File: src/rtl/rfd_pkg.sv
package rfd_pkg;

   // Kind of cycle decoded on a falling row strobe
   typedef enum logic [1:0] {
      CYC_NONE     = 2'd0,
      CYC_CBR      = 2'd1,
      CYC_RAS_ONLY = 2'd2,
      CYC_ILLEGAL  = 2'd3
   } cyc_kind_e;

endpackage

File: src/rtl/rfd_sync.sv
module rfd_sync #(
   parameter int          W         = 1,
   parameter int          STAGES    = 2,
   parameter logic [W-1:0] RESET_VAL = '0
) (
   input  logic         clk,
   input  logic         rst_n,
   input  logic [W-1:0] d,
   output logic [W-1:0] q
);

   generate
      if (STAGES < 2) begin : g_bad_depth
         $error("rfd_sync: STAGES must be at least 2");
      end
      if (W < 1) begin : g_bad_width
         $error("rfd_sync: W must be at least 1");
      end
   endgenerate

   logic [W-1:0] stg_q [STAGES];

   always_ff @(posedge clk or negedge rst_n) begin
      if (!rst_n) begin
         for (int i = 0; i < STAGES; i++) stg_q[i] <= RESET_VAL;
      end else begin
         stg_q[0] <= d;
         for (int i = 1; i < STAGES; i++) stg_q[i] <= stg_q[i-1];
      end
   end

   assign q = stg_q[STAGES-1];

endmodule

File: src/rtl/rfd_classify.sv
module rfd_classify
   import rfd_pkg::*;
(
   input  logic      clk,
   input  logic      rst_n,
   input  logic      ras_n_s,
   input  logic      cas_n_s,
   input  logic      we_n_s,
   output cyc_kind_e kind
);

   logic ras_prev_q;
   logic ras_fall;

   always_ff @(posedge clk or negedge rst_n) begin
      if (!rst_n) ras_prev_q <= 1'b1;
      else        ras_prev_q <= ras_n_s;
   end

   assign ras_fall = ras_prev_q & ~ras_n_s;

   always_comb begin
      kind = CYC_NONE;
      if (ras_fall) begin
         if (cas_n_s)     kind = CYC_RAS_ONLY;
         else if (we_n_s) kind = CYC_CBR;
         else             kind = CYC_ILLEGAL;
      end
   end

   AST_KIND_ONE_CYCLE: assert property (@(posedge clk) disable iff (!rst_n)
      (kind != CYC_NONE) |=> (kind == CYC_NONE));

endmodule

File: src/rtl/rfd_row_counter.sv
module rfd_row_counter #(
   parameter int ROW_W     = 10,
   parameter int ROW_COUNT = 1024,
   parameter int CTR_SEED  = 0
) (
   input  logic             clk,
   input  logic             rst_n,
   input  logic             inc,
   output logic [ROW_W-1:0] row
);

   localparam int             FULL_RANGE = 2 ** ROW_W;
   localparam logic [ROW_W-1:0] LAST_ROW = ROW_W'(ROW_COUNT - 1);
   localparam logic [ROW_W-1:0] SEED_ROW = ROW_W'(CTR_SEED);

   generate
      if (ROW_COUNT < 2 || ROW_COUNT > FULL_RANGE) begin : g_bad_count
         $error("rfd_row_counter: ROW_COUNT must lie in 2..2**ROW_W");
      end
      if (CTR_SEED < 0 || CTR_SEED >= ROW_COUNT) begin : g_bad_seed
         $error("rfd_row_counter: CTR_SEED must lie in 0..ROW_COUNT-1");
      end
   endgenerate

   // Power-on value only; the functional reset never touches it.
   logic [ROW_W-1:0] ctr_q = SEED_ROW;
   logic [ROW_W-1:0] ctr_next;

   generate
      if (ROW_COUNT == FULL_RANGE) begin : g_wrap_natural
         assign ctr_next = ctr_q + 1'b1;
      end else begin : g_wrap_compare
         assign ctr_next = (ctr_q == LAST_ROW) ? '0 : ctr_q + 1'b1;
      end
   endgenerate

   always_ff @(posedge clk) begin
      if (inc) ctr_q <= ctr_next;
   end

   assign row = ctr_q;

   AST_CTR_HOLD: assert property (@(posedge clk) disable iff (!rst_n)
      !inc |=> $stable(ctr_q));
   AST_CTR_RANGE: assert property (@(posedge clk) disable iff (!rst_n)
      ctr_q <= LAST_ROW);
   AST_CTR_WRAP: assert property (@(posedge clk) disable iff (!rst_n)
      (inc && ctr_q == LAST_ROW) |=> (ctr_q == '0));

endmodule

File: src/rtl/rfd_cbr_refresh.sv
module rfd_cbr_refresh
   import rfd_pkg::*;
#(
   parameter int ROW_W       = 10,
   parameter int ROW_COUNT   = 1024,
   parameter int CTR_SEED    = 0,
   parameter int SYNC_STAGES = 2
) (
   input  logic             clk,
   input  logic             rst_n,
   input  logic             ras_n,
   input  logic             cas_n,
   input  logic             we_n,
   input  logic [ROW_W-1:0] row_addr,
   output logic             ref_stb,
   output logic [ROW_W-1:0] ref_row,
   output logic             ref_from_ctr,
   output logic             illegal_stb
);

   localparam int             BUS_W     = ROW_W + 3;
   localparam logic [BUS_W-1:0] BUS_IDLE = {3'b111, {ROW_W{1'b0}}};

   logic [BUS_W-1:0] bus_s;
   logic             ras_n_s, cas_n_s, we_n_s;
   logic [ROW_W-1:0] addr_s;
   logic [ROW_W-1:0] ctr_row;
   cyc_kind_e        kind;
   logic             ctr_inc;

   // Strobes and address share one synchroniser so they stay aligned
   rfd_sync #(
      .W         (BUS_W),
      .STAGES    (SYNC_STAGES),
      .RESET_VAL (BUS_IDLE)
   ) u_sync (
      .clk   (clk),
      .rst_n (rst_n),
      .d     ({ras_n, cas_n, we_n, row_addr}),
      .q     (bus_s)
   );

   assign {ras_n_s, cas_n_s, we_n_s, addr_s} = bus_s;

   rfd_classify u_classify (
      .clk     (clk),
      .rst_n   (rst_n),
      .ras_n_s (ras_n_s),
      .cas_n_s (cas_n_s),
      .we_n_s  (we_n_s),
      .kind    (kind)
   );

   assign ctr_inc = (kind == CYC_CBR);

   rfd_row_counter #(
      .ROW_W     (ROW_W),
      .ROW_COUNT (ROW_COUNT),
      .CTR_SEED  (CTR_SEED)
   ) u_counter (
      .clk   (clk),
      .rst_n (rst_n),
      .inc   (ctr_inc),
      .row   (ctr_row)
   );

   always_ff @(posedge clk or negedge rst_n) begin
      if (!rst_n) begin
         ref_stb      <= 1'b0;
         ref_row      <= '0;
         ref_from_ctr <= 1'b0;
         illegal_stb  <= 1'b0;
      end else begin
         ref_stb     <= (kind == CYC_CBR) || (kind == CYC_RAS_ONLY);
         illegal_stb <= (kind == CYC_ILLEGAL);
         if (kind == CYC_CBR) begin
            ref_row      <= ctr_row;
            ref_from_ctr <= 1'b1;
         end else if (kind == CYC_RAS_ONLY) begin
            ref_row      <= addr_s;
            ref_from_ctr <= 1'b0;
         end
      end
   end

   AST_STB_ONE_SHOT: assert property (@(posedge clk) disable iff (!rst_n)
      ref_stb |=> !ref_stb);
   AST_ILLEGAL_ONE_SHOT: assert property (@(posedge clk) disable iff (!rst_n)
      illegal_stb |=> !illegal_stb);
   AST_NO_REFRESH_ON_ILLEGAL: assert property (@(posedge clk) disable iff (!rst_n)
      !(ref_stb && illegal_stb));
   AST_ROW_HELD: assert property (@(posedge clk) disable iff (!rst_n)
      !ref_stb |=> $stable(ref_row) || ref_stb);

endmodule

File: config.mk
export PLATFORM = sky130hd
export DESIGN_NAME = rfd_cbr_refresh
export DESIGN_NICKNAME = d
export VERILOG_FILES = /design/src/rtl/rfd_pkg.sv /design/src/rtl/rfd_sync.sv /design/src/rtl/rfd_classify.sv /design/src/rtl/rfd_row_counter.sv /design/src/rtl/rfd_cbr_refresh.sv
export SDC_FILE = /design/constraint.sdc
export NUM_CORES = 1
export LEC_CHECK = 0
export BUFFER_PORTS_ARGS = -buffer_cell sky130_fd_sc_hd__buf_4
export CORE_UTILIZATION = 40
export DETAILED_ROUTE_END_ITERATION = 8
export PLACE_DENSITY_LB_ADDON = 0.3
export REMOVE_ABC_BUFFERS = 1
export SLEW_MARGIN = 20
export SYNTH_ARGS = -nofsm -noshare
export SYNTH_HDL_FRONTEND = slang
export SYNTH_SLANG_ARGS = --single-unit
File: constraint.sdc
create_clock -name clk -period 3 [get_ports clk]
set_clock_uncertainty 0.1 [all_clocks]
set_input_delay 0.45 -clock clk [delete_from_list [all_inputs] [get_ports clk]]
set_output_delay 0.45 -clock clk [all_outputs]
set_load 0.005 [all_outputs]
# After elaboration in Yosys (flattened, before gate mapping)
# Index checks and enable logic that the tools add are counted.
classes:
  add_sub_neg: 1
  n_mul: 0
  n_div: 0
  n_lt_le_gt_ge: 0
  eq_ne: 3
  shifts: 0
  mux: 7
  bitwise: 2
  n_reduce_logical: 2
op_table:
  columns: ["operator", "n"]
  rows:
  - ["two-way mux 10 bit", 2]
  - ["adder 10 x 1 -> 10 bit (second input constant)", 1]
  - ["two-way mux 2 bit", 3]
  - ["== test 2 bit (second input constant)", 2]
  - ["== test 2 x 1 -> 1 bit (second input constant)", 1]
  - ["two-way mux 1 bit", 2]
  - ["nonzero test 2 bit", 1]
  - ["bitwise AND 1 bit", 1]
  - ["logical OR 1 bit", 1]
  - ["inverter 1 bit", 1]
word_totals:
  reg_bits: 50
  latch_bits: 0
  ramBits: 0
  rom_bits: 0
  in_bits: 15
  output_inout_bits: 13
  word_cells: 23
  memories: 0

# Longest topological paths before layout
depth:
  word_depth: 6
  ltp_mapped: 6
  depth_no_buf: 5

# Cells and area by module
# A second synthesis with hierarchy kept.
unflattened:
  hier_cells: 129
  area_unflattened_um2: 1854.3
modules_own_cells:
  columns: ["module", "instances", "cells_each", "area_each_um2", "seq_area_each_um2"]
  rows:
  - ["rfd_sync", 1, 39, 755.7, 658.1]
  - ["rfd_cbr_refresh", 1, 51, 578.1, 325.3]
  - ["rfd_row_counter", 1, 34, 464.2, 300.3]
  - ["rfd_classify", 1, 5, 56.3, 26.3]

# Least setup slack after synthesis
# No wires, ideal clock.
synth_timing:
  path_kind: "register to register"
  start: "register u_sync.stg_q, in the netlist u_sync.q[12]"
  end: "register ref_row[2]"
  setup_ns: 0.133
  arrival_ns: 1.630
  t_required_ns: 2.767
  slack_ns: 1.136
  path_stages_with_launch: 7
  n_path_buf: 1
  synth_period_minus_slack_ns: 1.864
  cell_sequence: "dfstp_2 nand2b_1 nand2b_1 ha_1 buf_4 mux2i_1 o21ai_0"
synth_via:
  elab_chain_cells: 5
  word_cells_on_any_way: 7
  cone_classes: "2 x eq/ne; 2 x mux; 2 x bitwise; 1 x reduce/logical"
synth_rtl:
  columns: ["item", "line", "text"]
  rows:
  - ["start, declared", "rfd_sync.sv:21", "logic [W-1:0] stg_q [STAGES];"]
  - ["inverter 1 bit (*)", "rfd_classify.sv:20", "assign ras_fall = ras_prev_q & ~ras_n_s;"]
  - ["bitwise AND 1 bit (*)", "rfd_classify.sv:20", null]
  - ["two-way mux 2 bit (*)", "rfd_classify.sv:24", "if (ras_fall) begin"]
  - ["== test 2 x 1 -> 1 bit (*)", null, null]
  - ["net ctr_inc", "rfd_cbr_refresh.sv:29", "logic ctr_inc;"]
  - ["two-way mux 10 bit or nonzero test 2 bit (tied branches)", null, null]
  - ["end signal, assigned", "rfd_cbr_refresh.sv:77", "ref_row <= ctr_row;"]
  - ["end signal, assigned", "rfd_cbr_refresh.sv:80", "ref_row <= addr_s;"]
  - ["end, declared", "rfd_cbr_refresh.sv:16", "output logic [ROW_W-1:0] ref_row,"]
# The timed path passes the listed nets; every way through them passes the cells marked *.
# A chain may end at the register's enable or synchronous reset.

# Final worst setup path
layout_timing:
  start: "register u_sync.stg_q, in the netlist u_sync.q[12]"
  end: "register ref_row[0]"
# Same word-level chain as after synthesis.

==> results.cfg <==
[outcome]
outcome = finished with violations
violations = negative hold slack

[placed_design]
dp_hpwl_um = 1632
dpl-instance-area_um2 = 1998
io_buffers = 27
gp_congestion = 0.7751

[global_routing]
grt_overflow_total = 0
grt_use_met3 = 0.04000
grt.total_usage = 0.1242
grt_pass1_wl_um = 4064
grt_pass1_vias = 898
antenna_found_initial = 0
grt_max_degree = 41
grtUsageMet2 = 0.1912
grt-busiest-layer = met2
use_met1 = 0.1569

[die]
die_y_um = 67.96
fp.dieW_um = 67.96
initial_core_util = 0.4259
core_region_area_um2 = 4086
die-area_um2 = 4619
ios = 28
rows = 23

[setup_path]
worstPathRequired_ps = 3060
critical_path.slowest_cell = dfstp_2
critPathMaxFanout = 13
worstSetupEndpointType = register
path_common_cell = nand2b_1
cp.arrival_ps = 2110
startpoint_type = register
crit_type = register to register
max_stage_delay_ps = 530
worstPathCellList = nand2b_1 -> nand2b_1 -> ha_1 -> buf_4 -> mux2i_1 -> o21ai_0

[cts]
post_cts_resized = 0
cts_buffers = 5
tritoncts = built
path_clk_slew_ps = 90
clock-sinks = 50
clock_latency_ps = 300
holdBufCountCts = 0
root_buffer = clkbuf_8
clk_path_buf_depth = 2
post_cts_buffers = 0
cts_max_level = 2

[timing]
worstMarginPinSlew_ps = 592.7
max_slew_margin = 0.6049
rsz0062_at_grt = false
setup_viol = 0
period_minus_slack_ps = 2051
hold_viol_final = 1
slew_viol_final = 0
max_freq_ghz = 0.4876
hold_ws_ps = -9.382
final.setup.tns_ps = 0
fin_crit_sh = 0.6836

[logic_synthesis]
synth_area_leaders = dfrtp_1 (47%), edfxtp_1 (17%), dfstp_2 (11%)
synth_top_area_share = 0.4745
ys_seq_area_frac = 0.7527
synthDistinctLibCells = 20
synthesis.area_um2 = 1740
ys_seq_elements = 50
postSynthCellCount = 116
postSynthAreaPerCell_um2 = 15.00
synth_area_leader_cell = dfrtp_1
ys_warn_count = 0

[run]
maxCapViolCount = 0

[power_and_ir_drop]
powerDensity_nw_per_um2 = 607.0
vdd_drop_max_mv = 0.3349
p_leak_nw = 0.9210

[detailed_routing]
wl_per_cell_um = 12.40
wirelength_um = 2467
drtAntennaViolNets = 0
vias_per_cell = 4.729
firstDrtPassIters = 4
drc = 0
drtIter0Drc = 45
via_count = 941

[finish]
multi_input_area_um2 = 396.6
final_area_um2 = 2081
drive_gt1_frac = 0.2953
final_nets = 166
regArea_um2 = 1310
num-fill-cells = 384
diodes = 0
final_cell_mix = dfrtp_1 (33), buf_4 (28), nand2_1 (12)
synthToLayoutAreaGrowth_pct = 19.55
layout_commonest_cell = dfrtp_1

[hold_path]
timing.hold.worst.class = primary input to asynchronous set/reset pin
[critical path: cells and delay by family, from the launching register on]
| family | cells | cell delay [ps] |
|---|---|---|
| DFF | 1 | 530 |
| buffers and inverters | 1 | 310 |
| muxes | 1 | 220 |
| adders and majority gates | 1 | 430 |
| AOI/OAI and AO/OA | 1 | 90 |
| and+or+nand+nor | 2 | 240 |
[stage by stage]
| step | cells | power, mW | utilization | worst slack [ps] |
|---|---|---|---|---|
| after floorplan | 113 | 0.8263 | - | 1044 |
| after global placement | 191 | 0.9068 | 0.4890 | 983.5 |
| after CTS | 199 | 1.287 | 0.5092 | 931.8 |
| after detailed placement | 191 | 0.9115 | 0.4890 | 951.4 |
| after global routing | 199 | 1.326 | 0.5092 | 765.3 |
| final | 199 | 1.263 | 0.5092 | 949.2 |
[layer usage]
layer	share of wire	up-vias
li1	-	447
met1	0.44	466
met2	0.49	24
met3	0.050	4
met4	0.016	0
met5	0	-
[synthesized netlist by cell type, drive strengths merged]
library cell / number
dfrtp: 33
nand4: 1
nor3: 1
nand2b: 3
clkbuf: 2
ha: 3
edfxtp: 10
nor4: 1
nand2: 12
dfstp: 7
buf: 1
xor2: 4
mux2i: 10
o21ai: 10
nor2: 4
inv: 5
nand3: 4
xnor2: 4
mux2: 1
[final cells by class]
| type | instances | area share |
|---|---|---|
| Timing Repair Buffer | 28 | 0.1010 |
| Clock buffer | 7 | 0.03668 |
| Inverter | 5 | 0.009020 |
| Sequential cell | 50 | 0.6296 |
| Multi-Input combinational cell | 58 | 0.1906 |
| Clock inverter | 1 | 0.003007 |
| Tap cell | 50 | 0.03007 |
[report_power, final]
group	internal, mW	switching (mW)
registers	0.747	0.0247
logic	0.0681	0.0536
clock network	0.166	0.204
[cell families (layout without fill, tap and decap cells)]
family	after synthesis	count (layout)	share of synthesized area
AO/OA/AOI/OAI	10	10	0.02876
XOR/XNOR	8	8	0.04025
adder cells (fa/ha/maj)	3	3	0.02157
buffers and inverters	8	41	0.01941
flip-flops	50	50	0.7527
multiplexers	11	11	0.06398
AND/OR/NAND/NOR	26	26	0.07332
[path summary, 6_finish.rpt]
path                                  startpoint  depth (start not counted)                to  slack [ps]
worst max-delay path                u_sync.q[12]                          6        ref_row[0]         950
min in group clk                     row_addr[7]                          1  u_sync.stg_q[20]         150
worst min-delay path                       rst_n                          1        ref_row[7]          -9
worst min register to register  u_sync.stg_q[21]                          0       u_sync.q[8]         250
worst max register to register      u_sync.q[12]                          6        ref_row[0]         950
max in group asynchronous                  rst_n                          1      u_sync.q[11]        2430
[state kept, by name (all words and copies together), names as in the netlist]
| signal | flops |
|---|---|
| illegal_stb | 1 |
| ref_from_ctr | 1 |
| ref_row | 10 |
| ref_stb | 1 |
| u_classify.ras_prev_q | 1 |
| u_counter.row | 10 |
| u_sync.q | 13 |
| u_sync.stg_q | 13 |
(Power assumes the default switching activity.)
